[config.mk]
export PLATFORM = sky130hd
export DESIGN_NAME = sp2hp_conv
export DESIGN_NICKNAME = d
export VERILOG_FILES = /design/src/rtl/sp2hp_pkg.sv /design/src/rtl/sp2hp_decode.sv /design/src/rtl/sp2hp_round.sv /design/src/rtl/sp2hp_pack.sv /design/src/rtl/sp2hp_conv.sv
export SDC_FILE = /design/constraint.sdc
export NUM_CORES = 1
export LEC_CHECK = 0
export ABC_CLOCK_PERIOD_IN_PS = 15350
export BUFFER_PORTS_ARGS = -buffer_cell sky130_fd_sc_hd__buf_2
export CELL_PAD_IN_SITES_DETAIL_PLACEMENT = 0
export CELL_PAD_IN_SITES_GLOBAL_PLACEMENT = 1
export CORE_MARGIN = 2
export CORE_UTILIZATION = 47
export CTS_CLUSTER_DIAMETER = 50
export DETAILED_ROUTE_END_ITERATION = 8
export GPL_TIMING_DRIVEN = 0
export PLACE_DENSITY = 0.91
export SYNTH_ARGS = -nofsm -noshare
export SYNTH_HDL_FRONTEND = slang
export SYNTH_SLANG_ARGS = --single-unit
[constraint.sdc]
create_clock -name clk -period 15.35 [get_ports clk]
set_input_delay 0.7675 -clock clk [delete_from_list [all_inputs] [get_ports clk]]
set_output_delay 0.7675 -clock clk [all_outputs]
set_load 0.03 [all_outputs]
[src/rtl/sp2hp_pkg.sv]
package sp2hp_pkg;

  // Class of an incoming value, used to select the output pattern
  typedef enum logic [1:0] {
    NC_FINITE = 2'd0,
    NC_INF    = 2'd1,
    NC_NAN    = 2'd2
  } num_class_e;

endpackage

[src/rtl/sp2hp_decode.sv]
module sp2hp_decode
  import sp2hp_pkg::*;
#(
  parameter int IN_EXP_W  = 8,
  parameter int IN_MAN_W  = 23,
  parameter int OUT_EXP_W = 5,
  parameter int OUT_MAN_W = 10,
  parameter int SH_W      = 5
) (
  input  logic [IN_EXP_W+IN_MAN_W:0] in_bits,
  output num_class_e                 cls,
  output logic                       sgn,
  output logic [IN_MAN_W:0]          sig,
  output logic [SH_W-1:0]            shift,
  output logic [OUT_EXP_W-1:0]       exp_field,
  output logic                       huge
);
  localparam int IN_BIAS    = (1 << (IN_EXP_W - 1)) - 1;
  localparam int OUT_BIAS   = (1 << (OUT_EXP_W - 1)) - 1;
  localparam int MIN_NORM_E = IN_BIAS - OUT_BIAS + 1;
  localparam int OVF_E      = IN_BIAS + OUT_BIAS + 1;
  localparam int DROP       = IN_MAN_W - OUT_MAN_W;
  localparam int SH_MAX     = IN_MAN_W + 2;

  logic [IN_EXP_W-1:0] e;
  logic [IN_MAN_W-1:0] m;

  // Right shift that places the bit of weight 2^-24 (or the last kept
  // fraction bit for normal results) at position zero.
  function automatic logic [SH_W-1:0] calc_shift(input logic [IN_EXP_W-1:0] ex);
    int ee;
    int s;
    ee = (ex == '0) ? 1 : int'(ex);
    if (ee >= MIN_NORM_E) s = DROP;
    else s = MIN_NORM_E + DROP - ee;
    if (s > SH_MAX) s = SH_MAX;
    return SH_W'(s);
  endfunction

  function automatic logic [OUT_EXP_W-1:0] calc_exp(input logic [IN_EXP_W-1:0] ex);
    int ee;
    ee = int'(ex);
    if (ee >= MIN_NORM_E && ee < OVF_E) return OUT_EXP_W'(ee - MIN_NORM_E);
    return '0;
  endfunction

  always_comb begin
    sgn       = in_bits[IN_EXP_W+IN_MAN_W];
    e         = in_bits[IN_EXP_W+IN_MAN_W-1:IN_MAN_W];
    m         = in_bits[IN_MAN_W-1:0];
    sig       = {(e != '0), m};
    shift     = calc_shift(e);
    exp_field = calc_exp(e);
    huge      = (int'(e) >= OVF_E);
    if (&e) cls = (m != '0) ? NC_NAN : NC_INF;
    else cls = NC_FINITE;
  end

endmodule

[src/rtl/sp2hp_round.sv]
module sp2hp_round #(
  parameter int SIG_W = 24,
  parameter int SH_W  = 5
) (
  input  logic [SIG_W-1:0] sig,
  input  logic [SH_W-1:0]  shift,
  output logic [SIG_W:0]   rounded,
  output logic             round_up
);
  logic [SIG_W:0]   qf;
  logic [SIG_W-1:0] gmask;
  logic [SIG_W-1:0] smask;
  logic             guard;
  logic             sticky;

  always_comb begin
    qf     = {1'b0, sig} >> shift;
    gmask  = (shift == '0) ? '0 : (SIG_W'(1) << (shift - 1'b1));
    smask  = (shift == '0) ? '0 : ~({SIG_W{1'b1}} << (shift - 1'b1));
    guard  = |(sig & gmask);
    sticky = |(sig & smask);
    // nearest, ties to even
    round_up = guard && (sticky || qf[0]);
    rounded  = qf + (SIG_W + 1)'(round_up);
  end

endmodule

[src/rtl/sp2hp_pack.sv]
module sp2hp_pack
  import sp2hp_pkg::*;
#(
  parameter int SIG_W     = 24,
  parameter int OUT_EXP_W = 5,
  parameter int OUT_MAN_W = 10
) (
  input  num_class_e                   cls,
  input  logic                         sgn,
  input  logic                         huge,
  input  logic [OUT_EXP_W-1:0]         exp_field,
  input  logic [SIG_W:0]               rounded,
  output logic                         ovf,
  output logic [OUT_EXP_W+OUT_MAN_W:0] half
);
  localparam int SUM_W   = SIG_W + 2;
  localparam int MAG_W   = OUT_EXP_W + OUT_MAN_W;
  localparam logic [SUM_W-1:0] INF_MAG  = SUM_W'(((1 << OUT_EXP_W) - 1) << OUT_MAN_W);
  localparam logic [MAG_W-1:0] QNAN_MAG = MAG_W'((((1 << OUT_EXP_W) - 1) << OUT_MAN_W) | (1 << (OUT_MAN_W - 1)));

  logic [SUM_W-1:0] sum;

  always_comb begin
    // exponent field added, not concatenated: a fraction carry rolls upward
    sum = (SUM_W'(exp_field) << OUT_MAN_W) + SUM_W'(rounded);
    ovf = huge || (sum >= INF_MAG);
    unique case (cls)
      NC_NAN:  half = {sgn, QNAN_MAG};
      NC_INF:  half = {sgn, INF_MAG[MAG_W-1:0]};
      default: half = ovf ? {sgn, INF_MAG[MAG_W-1:0]} : {sgn, sum[MAG_W-1:0]};
    endcase
  end

endmodule

[src/rtl/sp2hp_conv.sv]
module sp2hp_conv
  import sp2hp_pkg::*;
#(
  parameter int IN_EXP_W  = 8,
  parameter int IN_MAN_W  = 23,
  parameter int OUT_EXP_W = 5,
  parameter int OUT_MAN_W = 10
) (
  input  logic                         clk,
  input  logic                         rst,
  input  logic                         in_valid,
  input  logic [IN_EXP_W+IN_MAN_W:0]   in_data,
  output logic                         out_valid,
  output logic [OUT_EXP_W+OUT_MAN_W:0] out_data
);
  localparam int IN_W  = 1 + IN_EXP_W + IN_MAN_W;
  localparam int OUT_W = 1 + OUT_EXP_W + OUT_MAN_W;
  localparam int SIG_W = IN_MAN_W + 1;
  localparam int SH_W  = $clog2(IN_MAN_W + 3);
  localparam logic [SIG_W:0] RND_MAX = (SIG_W + 1)'(1) << (OUT_MAN_W + 1);
  localparam logic [OUT_MAN_W-1:0] QNAN_FRAC = OUT_MAN_W'(1) << (OUT_MAN_W - 1);

  num_class_e             dec_cls;
  logic                   dec_sgn;
  logic [SIG_W-1:0]       dec_sig;
  logic [SH_W-1:0]        dec_shift;
  logic [OUT_EXP_W-1:0]   dec_exp;
  logic                   dec_huge;
  logic [SIG_W:0]         rnd_val;
  logic                   rnd_up;
  logic                   pk_ovf;
  logic [OUT_W-1:0]       pk_half;

  sp2hp_decode #(
    .IN_EXP_W(IN_EXP_W), .IN_MAN_W(IN_MAN_W),
    .OUT_EXP_W(OUT_EXP_W), .OUT_MAN_W(OUT_MAN_W), .SH_W(SH_W)
  ) u_dec (
    .in_bits(in_data), .cls(dec_cls), .sgn(dec_sgn), .sig(dec_sig),
    .shift(dec_shift), .exp_field(dec_exp), .huge(dec_huge)
  );

  sp2hp_round #(.SIG_W(SIG_W), .SH_W(SH_W)) u_rnd (
    .sig(dec_sig), .shift(dec_shift), .rounded(rnd_val), .round_up(rnd_up)
  );

  sp2hp_pack #(
    .SIG_W(SIG_W), .OUT_EXP_W(OUT_EXP_W), .OUT_MAN_W(OUT_MAN_W)
  ) u_pack (
    .cls(dec_cls), .sgn(dec_sgn), .huge(dec_huge), .exp_field(dec_exp),
    .rounded(rnd_val), .ovf(pk_ovf), .half(pk_half)
  );

  always_ff @(posedge clk) begin
    if (rst) begin
      out_valid <= 1'b0;
      out_data  <= '0;
    end else begin
      out_valid <= in_valid;
      if (in_valid) out_data <= pk_half;
    end
  end


  valid_lat_chk: assert property (@(posedge clk) disable iff (rst)
    in_valid |=> out_valid);

  valid_idle_chk: assert property (@(posedge clk) disable iff (rst)
    !in_valid |=> !out_valid);

  hold_chk: assert property (@(posedge clk) disable iff (rst)
    !in_valid |=> $stable(out_data));

  sign_chk: assert property (@(posedge clk) disable iff (rst)
    in_valid |=> out_data[OUT_W-1] == $past(in_data[IN_W-1]));

  nan_chk: assert property (@(posedge clk) disable iff (rst)
    (in_valid && dec_cls == NC_NAN) |=>
      out_data[OUT_W-2:0] == {{OUT_EXP_W{1'b1}}, QNAN_FRAC});

  special_exp_chk: assert property (@(posedge clk) disable iff (rst)
    (out_valid && &out_data[OUT_W-2:OUT_MAN_W]) |->
      (out_data[OUT_MAN_W-1:0] == '0 || out_data[OUT_MAN_W-1:0] == QNAN_FRAC));

  carry_bound_chk: assert property (@(posedge clk) disable iff (rst)
    in_valid |-> rnd_val <= RND_MAX);

  ovf_chk: assert property (@(posedge clk) disable iff (rst)
    (in_valid && dec_cls == NC_FINITE && pk_ovf) |=>
      out_data[OUT_W-2:0] == {{OUT_EXP_W{1'b1}}, {OUT_MAN_W{1'b0}}});

endmodule

---- Yosys cells after proc, flatten, opt, wreduce, memory -nomap -nowiden ----
Cells that the tools add are included.
storage, ports and cells
  register bits after elaboration ......... 17
  logic and storage cells ................. 44
  input bits .............................. 35
cells by class
  reductions and logical operators ........ 11
  order comparisons ....................... 6
  muxes and demuxes ....................... 12
  shifts and indexed selects .............. 3
  add/subtract/negate cells ............... 5
  bitwise logic cells ..................... 3
  eq/ne operators ......................... 2
operator list
  operator               count
  $and 24x24->24         2
  $mux 24                2
  $reduce_or 24->1       2
  $ge 32x8->1 const B    1
  $gt 32x6->1 const B    1
  $mux 32                1
  $sub 8x32->32 const A  1
  $pmux 15 s2            1
  $add 15x25->26         1
  $ge 26x15->1 const B   1
  $add 25x1->25          1
  $shr 24x5->25          1
  $not 24->24            1
  $shl 1x5->24 const A   1
  $shl 24x5->24 const A  1
  $reduce_bool 23->1     1
  $mux 15                1
  $mux 5                 3
  $ge 8x7->1 const B     1
  $ge 8x8->1 const B     1
  $logic_not 8->1        1
  $lt 8x8->1 const B     1
  $mux 8                 1
  $reduce_and 8->1       1
  other kinds (10)       13

---- Logic depth before layout (Yosys ltp) ----
Gate-level depths: netlist of the first run.
  depth after elaboration ................. 20
  depth in mapped cells ................... 46
  mapped depth without buffers ............ 40

---- Modules after synthesis ----
From an unflattened synthesis of the first run, not the netlist that was laid out.
second synthesis, totals
  cell total of the unflattened synthesis .. 575
  area total of the unflattened synthesis .. 4511.8 sq um
by module, submodules not included
  module        instances  cells each  area an instance (sq um)
  sp2hp_round   1          321         2499.9
  sp2hp_decode  1          103         719.4
  sp2hp_pack    1          97          684.4
  sp2hp_conv    1          54          608.1

---- Worst setup path before layout of the first run ----
No wires, ideal clock.
  path type ............................... input-to-reg
  from .................................... input port in_data[23]
  to ...................................... register out_data[2]
  required time ........................... 15.233 ns
  setup time .............................. 0.117 ns
  path buffers ............................ 5
  stages .................................. 41
  slack ................................... 6.601 ns
  arrival time ............................ 8.631 ns
  cell sequence ........................... buf_2 inv_1 ha_1 or4b_1 or2_1 nand2_2 inv_1 buf_2 buf_1 ha_1 nor4b_4 o211ai_1 a211oi_2 a211oi_4 ha_1 inv_1 ha_1 a21boi_0 [... 5 more ...] nand4_1 or3_1 nor2b_1 xor2_1 nand2_1 a21oi_1 ha_1 nand2_1 o21ai_0 nand2_1 a2111oi_1 a211oi_1 a31oi_1 o31ai_1 and2_1 buf_6 buf_6 a32o_1
on the way
  word-level cells in the longest chain between the ends .. 20
  elaborated cells on any way between the ends .. 40
  classes of those cells .................. add/sub: 5; order compare: 6; eq/ne: 2; shift: 3; mux: 11; bitwise: 3; reduce/logical: 10
ends and longest elaborated chain
  element                                              line                                    text
  start, declared                                      sp2hp_conv.sv:12                        input logic [IN_EXP_W+IN_MAN_W:0] in_data,
  $logic_not 8->1                                      sp2hp_decode.sv:33                      ee = (ex == '0) ? 1 : int'(ex);
  $mux 8                                               sp2hp_decode.sv:33
  $sub 8x32->32 / $ge 32x8->1 (equally long branches)  sp2hp_decode.sv:35, sp2hp_decode.sv:34
  $mux 32                                              sp2hp_decode.sv:34                      if (ee >= MIN_NORM_E) s = DROP;
  $gt 32x6->1                                          sp2hp_decode.sv:36                      if (s > SH_MAX) s = SH_MAX;
  $mux 5                                               sp2hp_decode.sv:36
  $sub 5x1->5                                          sp2hp_round.sv:18, sp2hp_round.sv:19
  $shl 24x5->24                                        sp2hp_round.sv:19                       smask = (shift == '0) ? '0 : ~({SIG_W{1'b1}} << (shift - 1'b1));
  [... 4 more ...]                                     --
  $logic_or 1x1->1                                     sp2hp_round.sv:23                       round_up = guard && (sticky || qf[0]);
  $logic_and 1x1->1                                    sp2hp_round.sv:23
  $add 25x1->25                                        sp2hp_round.sv:24                       rounded = qf + (SIG_W + 1)'(round_up);
  $add 15x25->26                                       sp2hp_pack.sv:25                        sum = (SUM_W'(exp_field) << OUT_MAN_W) + SUM_W'(rounded);
  $ge 26x15->1                                         sp2hp_pack.sv:26                        ovf = huge || (sum >= INF_MAG);
  $logic_or 1x1->1                                     sp2hp_pack.sv:26
  $mux 15                                              sp2hp_pack.sv:30                        default: half = ovf ? {sgn, INF_MAG[MAG_W-1:0]} : {sgn, sum[MAG_W-1:0]};
  $pmux 15 s2 (*)                                      sp2hp_pack.sv:27                        unique case (cls)
  end signal, assigned                                 sp2hp_conv.sv:59                        if (in_valid) out_data <= pk_half;
  end, declared                                        sp2hp_conv.sv:14                        output logic [OUT_EXP_W+OUT_MAN_W:0] out_data
Mark *: on every way between the ends. The rest lies on a longest branch, timed or not. The select of a mux whose other input is x is not followed.
A chain may end at the register's enable or synchronous reset.

---- Final worst setup path of the first run ----
  from .................................... input port in_data[23]
  to ...................................... register out_data[6]
Same word-level chain as after synthesis.

==> out/metrics.csv, run 1 <==
stage;metric;value;unit
finish;final_cells;850;
pwr;p_switching;138;uW
grt;grt_pass1_wl;28.3;mm
grt;overflow;0;
worst_setup_path;cpPeakStageDelay;0.63;ns
worst_setup_path;critPathSlowestCell;a2111oi_1;
pwr;p_seq_frac;0.187;
worst_setup_path;critPathCaptureType;register;
placed_design;gp_congestion;1.05;
synth;synth.cell_area;0.00461;mm^2
grt;grt_pass1_vias;5295;
sta;clock.fmax;0.0909;GHz
grt;grt_usage;0.334;
grt;grt_start_max_net_pins;12;
clock_tree;root_buffer;clkbuf_8;
sta;rsz0062_at_grt;false;
clock_tree;cts_resized;0;
floorplanning;start_util;0.478;
synth;synth_async_sr_flop_share;0;
floorplanning;die_width;103;um
drt;num_vias;5868;
pwr;power.internal;125;uW
clock_tree;cts_tree;yes;
pwr;leakage;1.87;nW
grt;grt_antenna_before_repair;0;
synth;yosys-top-cells-count;68 x nand2_1, 63 x nor2_1, 43 x a21oi_1;
drt;vias_per_cell;6.90;
sta;post-route-min-period;11.01;ns
worst_setup_path;cp_max_fo;11;
floorplanning;core;0.00964;mm^2
synth;synth-seq-area-share;0.0739;
status;outcome;completed;
drt;top_layer;met4;
pwr;p_per_area;52.2;mW/mm^2
sta;setup_ws;4.34;ns
placed_design;placed_cells;846;
drt;ant_nets;0;
synth;synth.distinct_cells;94;
clock_tree;clk_latency;0.24;ns
pwr;swShare;0.525;
finish;antenna_cells;0;
clock_tree;cts.hold.buffers_added;0;
synth;synth_top_area_share;0.0739;
drt;dr.pass1.iters;6;
finish;nets;775;
pwr;clkPwrFrac;0.126;
worst_setup_path;crit_top_cell;ha_1;
synth;avgSynthCellArea;6.88;um^2
synth;ys_top_cells_by_area;dfxtp_1 7.4%, ha_1 5.7%, nand2_1 5.5%, nor2_1 5.1%, a21oi_1 4.7%;
drt;wl_met1;7.51;mm
flow_run;maxCapViolations;0;
sta;worstMarginPinSlew;0.881;ns
clock_tree;htreeDepth;1;
worst_setup_path;cp_data_arrival_time;11.14;ns
placed_design;portBuffers;43;
drt;met3_length;2.16;mm
sta;finalHoldViolations;0;
floorplanning;rows;36;
synth;ys.flop_type;dfxtp_1;
clock_tree;clock_path_buffers;2;
floorplanning;die_area;0.0106;mm^2
sta;tns;0;ns
floorplanning;ios;52;
drt;drt_iter0_markers;809;
drt;wl;18.0;mm
clock_tree;path_clk_slew;0.06;ns
finish;syn2layout_area_growth;9.29;%
sta;setup_viol;0;
placed_design;pre_cts_ws;4.55;ns
clock_tree;postCtsSetupRepairBufs;0;
pwr;max-vdd-ir-drop;27.6;uV
worst_setup_path;cp-start-kind;input pin;
synth;yosysMostFrequentCell;nand2_1;
clock_tree;clock_sinks;17;
sta;clock_skew;0;ns
pwr;combPwrFrac;0.687;
min_path;hold_class;reg -> reg;
drt;detail_route.drc_violations;0;
clock_tree;cts_buffers;3;
synth;synth_top_area_cell;dfxtp_1;
synth;synthesis.nets;727;
worst_setup_path;crit_required;15.48;ns
synth;synth-seq-cells;17;
sta;fin_crit_sh;0.717;
synth;synth-edff-count;0;
sta;relSlewSlack;0.406;
placed_design;dp_hpwl;14.1;mm
floorplanning;die_h;103;um
synth;syn-instance-count;670;
placed_design;dpl-instance-area;0.00499;mm^2
synth;yosysWarnings;0;
sta;slew_violations;0;
worst_setup_path;crit_type;in -> reg;
finish;final_area;0.00503;mm^2
drt;wire_per_inst;21.2;um
drt;met2_length;7.85;mm
finish;fillCellCount;986;
finish;drive_above_1_share;0.142;
## final timing paths
kind / startpoint / endpoint / cells after the start / slack, ns
worst min register to register: out_data[8] / out_data[8] / 1 / 0.46
worst max register to register: out_data[9] / out_data[9] / 2 / 14.57
worst max-delay path: in_data[23] / out_data[6] / 43 / 4.34
worst min-delay path: out_data[8] / out_data[8] / 1 / 0.46
## kinds of logic (layout without fill, tap and decap cells)
kind of cell	after synthesis	count (layout)	share of synthesized area
and+or+nand+nor	276	276	0.316
AOI/OAI and AO/OA	237	237	0.382
buffers and inverters	66	113	0.0611
xor gates and xnor gates	32	32	0.0608
adders and majority gates	24	24	0.0657
muxes	18	18	0.0407
DFF	17	17	0.0739
## through the flow
stage / power [mW] / util / hold WS, ns
floorplan: 0.173 / - / 0.605
global placement: 0.221 / 0.518 / 0.447
detailed placement: 0.223 / 0.518 / 0.452
CTS: 0.257 / 0.522 / 0.467
global route: 0.279 / 0.522 / 0.492
finish: 0.263 / 0.522 / 0.461
## power by group through the flow
stage,clock (mW),combinational (mW),sequential (mW)
2_1_floorplan,0,0.116,0.0570
3_3_place_gp,0,0.171,0.0500
3_5_place_dp,0,0.173,0.0502
4_1_cts,0.0342,0.174,0.0492
5_1_grt,0.0362,0.193,0.0496
6_report,0.0332,0.181,0.0491
## flip-flops by register name (all words and copies together) (netlist names)
name / count
out_data: 16
out_valid: 1
## layout make-up
| class | instances | area [um^2] | share of cell area |
|---|---|---|---|
| Timing Repair Buffer | 43 | 215 | 0.0427 |
| Multi-Input combinational cell | 587 | 3990 | 0.792 |
| Clock buffer | 3 | 41.3 | 0.00820 |
| Inverter | 23 | 86.3 | 0.0171 |
| Clock inverter | 1 | 5.00 | 0.000994 |
| Tap cell | 133 | 166 | 0.0331 |
| Buffer | 43 | 195 | 0.0388 |
| Sequential cell | 17 | 340 | 0.0676 |
## cells in the final DEF (no fill, tap or decap), types with 11 or more instances in the layout
cell type  count
o21ai_0       32
nand4_1       15
inv_1         20
o22ai_1       12
o211ai_1      11
dfxtp_1       17
xor2_1        12
xnor2_1       20
nor3_1        16
buf_2         54
or3_1         14
nand3_1       25
nor4_1        15
a21oi_1       43
clkbuf_1      23
ha_1          21
nor2_1        63
nand2_1       68
a31oi_1       13
mux2i_1       12
## worst max-delay path, delay by kind of cell
family	cells	cell delay, ns
and+or+nand+nor	14	2.94
xor gates and xnor gates	1	0.21
AOI/OAI and AO/OA	13	3.18
buffers and inverters	11	2.95
adders and majority gates	4	1.04
## layer usage
| layer | vias to the layer above | track usage |
|---|---|---|
| met4 | 0 | 0.0830 |
| met5 | - | 0 |
| li1 | 2700 | - |
| met3 | 55 | 0.0597 |
| met2 | 406 | 0.525 |
| met1 | 2707 | 0.472 |
Power figures use the tool's default switching activity.
==> run 2: changes to the inputs <==
--- a/config.mk
+++ b/config.mk
@@ -5,16 +5,16 @@
 export SDC_FILE = /design/constraint.sdc
 export NUM_CORES = 1
 export LEC_CHECK = 0
-export ABC_CLOCK_PERIOD_IN_PS = 15350
+export ABC_CLOCK_PERIOD_IN_PS = 11500
 export BUFFER_PORTS_ARGS = -buffer_cell sky130_fd_sc_hd__buf_2
 export CELL_PAD_IN_SITES_DETAIL_PLACEMENT = 0
 export CELL_PAD_IN_SITES_GLOBAL_PLACEMENT = 1
 export CORE_MARGIN = 2
-export CORE_UTILIZATION = 47
+export CORE_UTILIZATION = 44
 export CTS_CLUSTER_DIAMETER = 50
 export DETAILED_ROUTE_END_ITERATION = 8
 export GPL_TIMING_DRIVEN = 0
-export PLACE_DENSITY = 0.91
+export PLACE_DENSITY = 0.86
 export SYNTH_ARGS = -nofsm -noshare
 export SYNTH_HDL_FRONTEND = slang
 export SYNTH_SLANG_ARGS = --single-unit
==> constraint.sdc (replaced) <==
create_clock -name clk -period 11.5 [get_ports clk]
set_input_delay 0.575 -clock clk [delete_from_list [all_inputs] [get_ports clk]]
set_output_delay 0.575 -clock clk [all_outputs]
set_load 0.03 [all_outputs]
==> run 2 against run 1 <==
  * Utilization down 3.0 points
  * Sequential share of layout area about the same
  * Sequential power up 34%
  * Global-route usage down 1.5 points
  * Register-to-register slack worse by 3.8 ns
  * Largest power group unchanged
  * Clock skew unchanged
  * Routed wire length up 1.7%
==> out/metrics.csv, run 2 (synthesis results as in run 1) <==
stage;metric;value;unit
status;outcome;completed;
finish;reg.largest.list;out_data: 16 flops, out_valid: 1 flops;
clock_tree;cts_buffers;3;
finish;largest_reg_flops;16;
finish;final_cell_mix;68 x nand2_1, 63 x nor2_1, 54 x buf_2;
sta;rsz0062_at_grt;false;
min_path;worstHoldEndpoint;out_data[0];
pwr;max-vdd-ir-drop;63.3;uV
clock_tree;clock_path_buffers;2;
worst_setup_path;crit_family;simple AND/OR/NAND/NOR gates;
sta;tns;0;ns
worst_setup_path;cpPeakStageDelay;0.52;ns
worst_setup_path;crit_required;11.64;ns
worst_setup_path;cp_num_buf_inv;12;
clock_tree;cts_resized;0;
worst_setup_path;cp-start-kind;input pin;
clock_tree;postCtsSetupRepairBufs;0;
grt;grt_start_max_net_pins;12;
flow_run;maxCapViolations;0;
grt;grt_usage;0.319;
sta;setup_ws;0.569;ns
sta;slew_violations;0;
drt;num_vias;5902;
placed_design;pre_cts_ws;0.753;ns
finish;syn2layout_area_growth;9.37;%
sta;hold_slack;0.468;ns
drt;wire_per_inst;21.5;um
pwr;p_switching;184;uW
clock_tree;cts.hold.buffers_added;0;
worst_setup_path;reg2regPathDepth;2;
sta;finalHoldViolations;0;
sta;post-route-min-period;10.93;ns
floorplanning;start_util;0.450;
finish;top_register;out_data;
grt;grt_pass1_wl;29.1;mm
worst_setup_path;r2r_setup_slack;10.73;ns
grt;grt_pass1_vias;5333;
sta;clock_skew;0;ns
grt;grt_antenna_before_repair;0;
drt;detail_route.drc_violations;0;
drt;ant_nets;0;
pwr;swShare;0.525;
clock_tree;htreeDepth;1;
worst_setup_path;cp_max_fo;11;
floorplanning;core;0.0102;mm^2
placed_design;gp_congestion;1.01;
worst_setup_path;r2r_end;out_data[9];
finish;antenna_cells;0;
sta;setup_viol;0;
pwr;leakage;1.87;nW
worst_setup_path;critPathCaptureType;register;
finish;final_common_cell;nand2_1;
drt;dr.pass1.iters;6;
grt;overflow;0;
finish;final_cells;853;
placed_design;dp_hpwl;14.4;mm
worst_setup_path;crit_type;in -> reg;
worst_setup_path;critPathSlowestCell;buf_1;
min_path;hold_class;reg -> reg;
drt;vias_per_cell;6.92;
placed_design;placed_cells;849;
drt;wl;18.3;mm
finish;nets;775;
sta;worstMarginPinSlew;0.915;ns
min_path;hp-start;out_data[0];
floorplanning;die_area;0.0113;mm^2
clock_tree;path_clk_slew;0.06;ns
floorplanning;rows;37;
floorplanning;ios;52;
pwr;p_seq_frac;0.187;
floorplanning;die_width;106;um
pwr;finalPower;351;uW
placed_design;portBuffers;43;
sta;fin_crit_sh;0.951;
clock_tree;root_buffer;clkbuf_8;
worst_setup_path;rr_startpoint;out_data[9];
clock_tree;clock_sinks;17;
floorplanning;die_h;106;um
clock_tree;clk_latency;0.25;ns
pwr;combPwrFrac;0.689;
pwr;power.internal;167;uW
clock_tree;cts_tree;yes;
min_path;whs_path_depth;1;
pwr;clkPwrFrac;0.124;
sta;clock.fmax;0.0915;GHz
finish;drive_above_1_share;0.142;
drt;drt_iter0_markers;703;
sta;relSlewSlack;0.386;
finish;fillCellCount;1100;
worst_setup_path;cp_data_arrival_time;11.07;ns
pwr;p_per_area;69.6;mW/mm^2
[run 2: cell counts in the layout (fill, tap and decap cells not counted)]
No cell type changed its count.
[run 2: stage by stage]
stage,instance area [um^2],util
global placement,4990,0.488
floorplan,4610,-
detailed placement,4990,0.488
finish,5040,0.492
global route,5040,0.492
CTS,5040,0.492
[run 2: worst max-delay path by stage]
stage	endpoint	from	cells past startpoint
2_1_floorplan	out_data[2]	in_data[23]	41
3_3_place_gp	out_data[5]	in_data[23]	43
3_5_place_dp	out_data[2]	in_data[23]	43
4_1_cts	out_data[2]	in_data[23]	43
5_1_grt	out_data[5]	in_data[23]	43
6_report	out_data[2]	in_data[23]	43
[run 2: power by group through the flow]
| stage | Clock [mW] | Combinational [mW] | Sequential [mW] |
|---|---|---|---|
| finish | 0.0434 | 0.241 | 0.0656 |
| global route | 0.0471 | 0.259 | 0.0661 |
| CTS | 0.0444 | 0.234 | 0.0657 |
| detailed placement | 0 | 0.233 | 0.0670 |
| global placement | 0 | 0.232 | 0.0668 |
| floorplan | 0 | 0.154 | 0.0761 |
[run 2: final cells by class]
class	instances	area, um^2	share of cell area
sequential	17	340	0.0675
timing repair buffer	43	215	0.0427
multi-input combinational	587	3990	0.791
clock buffer	3	41.3	0.00819
inverter	23	86.3	0.0171
clock inverter	1	5.00	0.000993
tap	136	170	0.0338
buffer	43	195	0.0387
[run 2: per-layer routing]
| layer | vias up | GRT usage | share of wire |
|---|---|---|---|
| met1 | 2746 | 0.451 | 0.43 |
| li1 | 2696 | - | - |
| met5 | - | 0 | 0 |
| met4 | 0 | 0.0865 | 0.031 |
| met3 | 65 | 0.0503 | 0.11 |
| met2 | 395 | 0.501 | 0.43 |
==> run 3: changes to the inputs <==
--- a/config.mk
+++ b/config.mk
@@ -5,16 +5,16 @@
 export SDC_FILE = /design/constraint.sdc
 export NUM_CORES = 1
 export LEC_CHECK = 0
-export ABC_CLOCK_PERIOD_IN_PS = 11500
+export ABC_CLOCK_PERIOD_IN_PS = 8700
 export BUFFER_PORTS_ARGS = -buffer_cell sky130_fd_sc_hd__buf_2
 export CELL_PAD_IN_SITES_DETAIL_PLACEMENT = 0
 export CELL_PAD_IN_SITES_GLOBAL_PLACEMENT = 1
 export CORE_MARGIN = 2
-export CORE_UTILIZATION = 44
+export CORE_UTILIZATION = 40
 export CTS_CLUSTER_DIAMETER = 50
 export DETAILED_ROUTE_END_ITERATION = 8
 export GPL_TIMING_DRIVEN = 0
-export PLACE_DENSITY = 0.86
+export PLACE_DENSITY = 0.82
 export SYNTH_ARGS = -nofsm -noshare
 export SYNTH_HDL_FRONTEND = slang
 export SYNTH_SLANG_ARGS = --single-unit
==> constraint.sdc (replaced) <==
create_clock -name clk -period 8.7 [get_ports clk]
set_input_delay 0.435 -clock clk [delete_from_list [all_inputs] [get_ports clk]]
set_output_delay 0.435 -clock clk [all_outputs]
set_load 0.03 [all_outputs]
==> run 3 against run 2 <==
  * Die area rose by 9.6%
  * Largest power group unchanged
  * First-iteration DRC count rose by 9.0%
  * Cell area rose by 9.2%
  * Utilization fell by 0.64 points
  * Via count rose by 0.81%
==> out/metrics.csv, run 3 (synthesis results as in run 1) <==
stage;metric;value;unit
min_path;hp-start;in_data[31];
worst_setup_path;rr_startpoint;out_data[9];
status;outcome;completed;
finish;final_common_cell;nand2_1;
pwr;p_seq_frac;0.165;
worst_setup_path;crit_required;8.84;ns
sta;tns;0;ns
floorplanning;die_area;0.0124;mm^2
floorplanning;rows;39;
placed_design;placed_cells;856;
pwr;max-vdd-ir-drop;156;uV
pwr;p_switching;257;uW
pwr;p_per_area;95.9;mW/mm^2
finish;reg.largest.list;out_data: 16 flops, out_valid: 1 flops;
sta;clock_skew;0;ns
drt;ant_nets;0;
clock_tree;clk_latency;0.24;ns
clock_tree;htreeDepth;1;
floorplanning;start_util;0.407;
sta;fin_crit_sh;0.963;
clock_tree;clock_path_buffers;2;
finish;largest_reg_flops;16;
clock_tree;path_clk_slew;0.05;ns
grt;grt_antenna_before_repair;0;
finish;drive_above_1_share;0.223;
placed_design;dpl-instance-area;0.00500;mm^2
drt;drt_iter0_markers;766;
worst_setup_path;crit_type;in -> reg;
sta;finalHoldViolations;0;
finish;nets;793;
finish;top_register;out_data;
placed_design;pre_cts_ws;-2.01;ns
drt;wl;19.0;mm
clock_tree;cts.hold.buffers_added;0;
drt;vias_per_cell;6.78;
min_path;hold_class;in -> reg;
placed_design;dp_hpwl;14.7;mm
sta;clock.fmax;0.119;GHz
finish;syn2layout_area_growth;19.4;%
grt;grt_pass1_wl;29.9;mm
floorplanning;ios;52;
sta;post-route-min-period;8.38;ns
drt;detail_route.drc_violations;0;
sta;setup_viol;0;
pwr;finalPower;528;uW
finish;final_cell_mix;67 x nand2_1, 63 x nor2_1, 49 x buf_2;
drt;dr.pass1.iters;6;
grt;grt_start_max_net_pins;17;
sta;worstMarginPinSlew;0.917;ns
worst_setup_path;cpPeakStageDelay;0.50;ns
clock_tree;root_buffer;clkbuf_16;
worst_setup_path;critPathSlowestCell;or4b_4;
sta;relSlewSlack;0.386;
flow_run;maxCapViolations;0;
placed_design;gp_congestion;1.05;
pwr;leakage;2.04;nW
grt;grt_pass1_vias;5403;
drt;wire_per_inst;21.6;um
placed_design;portBuffers;43;
floorplanning;die_width;111;um
worst_setup_path;critPathCaptureType;register;
pwr;power.internal;271;uW
clock_tree;cts_buffers;3;
finish;final_cells;878;
pwr;swShare;0.487;
clock_tree;clock_sinks;17;
grt;grt_usage;0.292;
sta;slew_violations;0;
grt;overflow;0;
floorplanning;core;0.0113;mm^2
finish;final_area;0.00550;mm^2
pwr;clkPwrFrac;0.171;
worst_setup_path;cp_max_fo;19;
clock_tree;cts_tree;yes;
floorplanning;die_h;111;um
pwr;combPwrFrac;0.665;
sta;setup_ws;0.321;ns
finish;antenna_cells;0;
worst_setup_path;cp-start-kind;input pin;
worst_setup_path;cp_data_arrival_time;8.52;ns
drt;num_vias;5950;
worst_setup_path;cp-startpoint;in_data[24];
[run 3: changes by cell type in the layout (fill, tap and decap cells not counted), sizes merged]
cell | previous run | this run
buf | 62 | 84
clkbuf | 27 | 24
clkinv | 1 | 0
clkinvlp | 0 | 1
inv | 23 | 22
[run 3: per-stage QoR]
stage	hold WS, ns	utilization
2_1_floorplan	0.582	-
3_3_place_gp	0.447	0.442
3_5_place_dp	0.455	0.442
4_1_cts	0.424	0.465
5_1_grt	0.466	0.486
6_report	0.426	0.486
[run 3: final timing paths]
| kind | to | depth (start not counted) | slack, ns |
|---|---|---|---|
| min reg2reg | out_data[6] | 1 | 0.46 |
| max | out_data[5] | 44 | 0.32 |
| min | out_data[15] | 3 | 0.43 |
| max reg2reg | out_data[9] | 2 | 7.93 |
[run 3: final cells by class]
| cell class | instances | area, um^2 |
|---|---|---|
| buffer | 37 | 186 |
| multi-input combinational | 587 | 4210 |
| tap | 143 | 179 |
| sequential | 17 | 340 |
| inverter | 23 | 103 |
| clock buffer | 4 | 78.8 |
| fill | 1178 | 5820 |
| timing repair buffer | 67 | 404 |
[run 3: power by group through the flow]
stage | Sequential (mW) | Clock (mW) | Combinational [mW]
after floorplan | 0.101 | 0 | 0.204
after global placement | 0.0882 | 0 | 0.306
after detailed placement | 0.0884 | 0 | 0.308
after CTS | 0.0869 | 0.0916 | 0.326
after global routing | 0.0876 | 0.0941 | 0.374
final | 0.0869 | 0.0901 | 0.351
[run 3: critical path, delay by kind of cell]
family	cells	cell delay [ns]
simple gates	15	2.92
compound gates	11	1.82
buf+inv	11	1.74
fa+ha+maj	5	1.19
xor+xnor	2	0.34
[run 3: per-layer routing]
metal,global-route usage,vias to the layer above,wire length [um]
li1,-,2729,-
met1,0.414,2806,8070
met2,0.464,368,8570
met3,0.0361,47,1820
met4,0.0881,0,527
met5,0,-,0
[run 3: timing repair]
| action | 4_1_cts | 5_1_grt |
|---|---|---|
| gates resized for setup | 39 | 34 |
| cloned | 0 | 0 |
| setup endpoints to repair | 15 | 15 |
| buffers inserted | 11 | 13 |
| pin swaps | 9 | 17 |
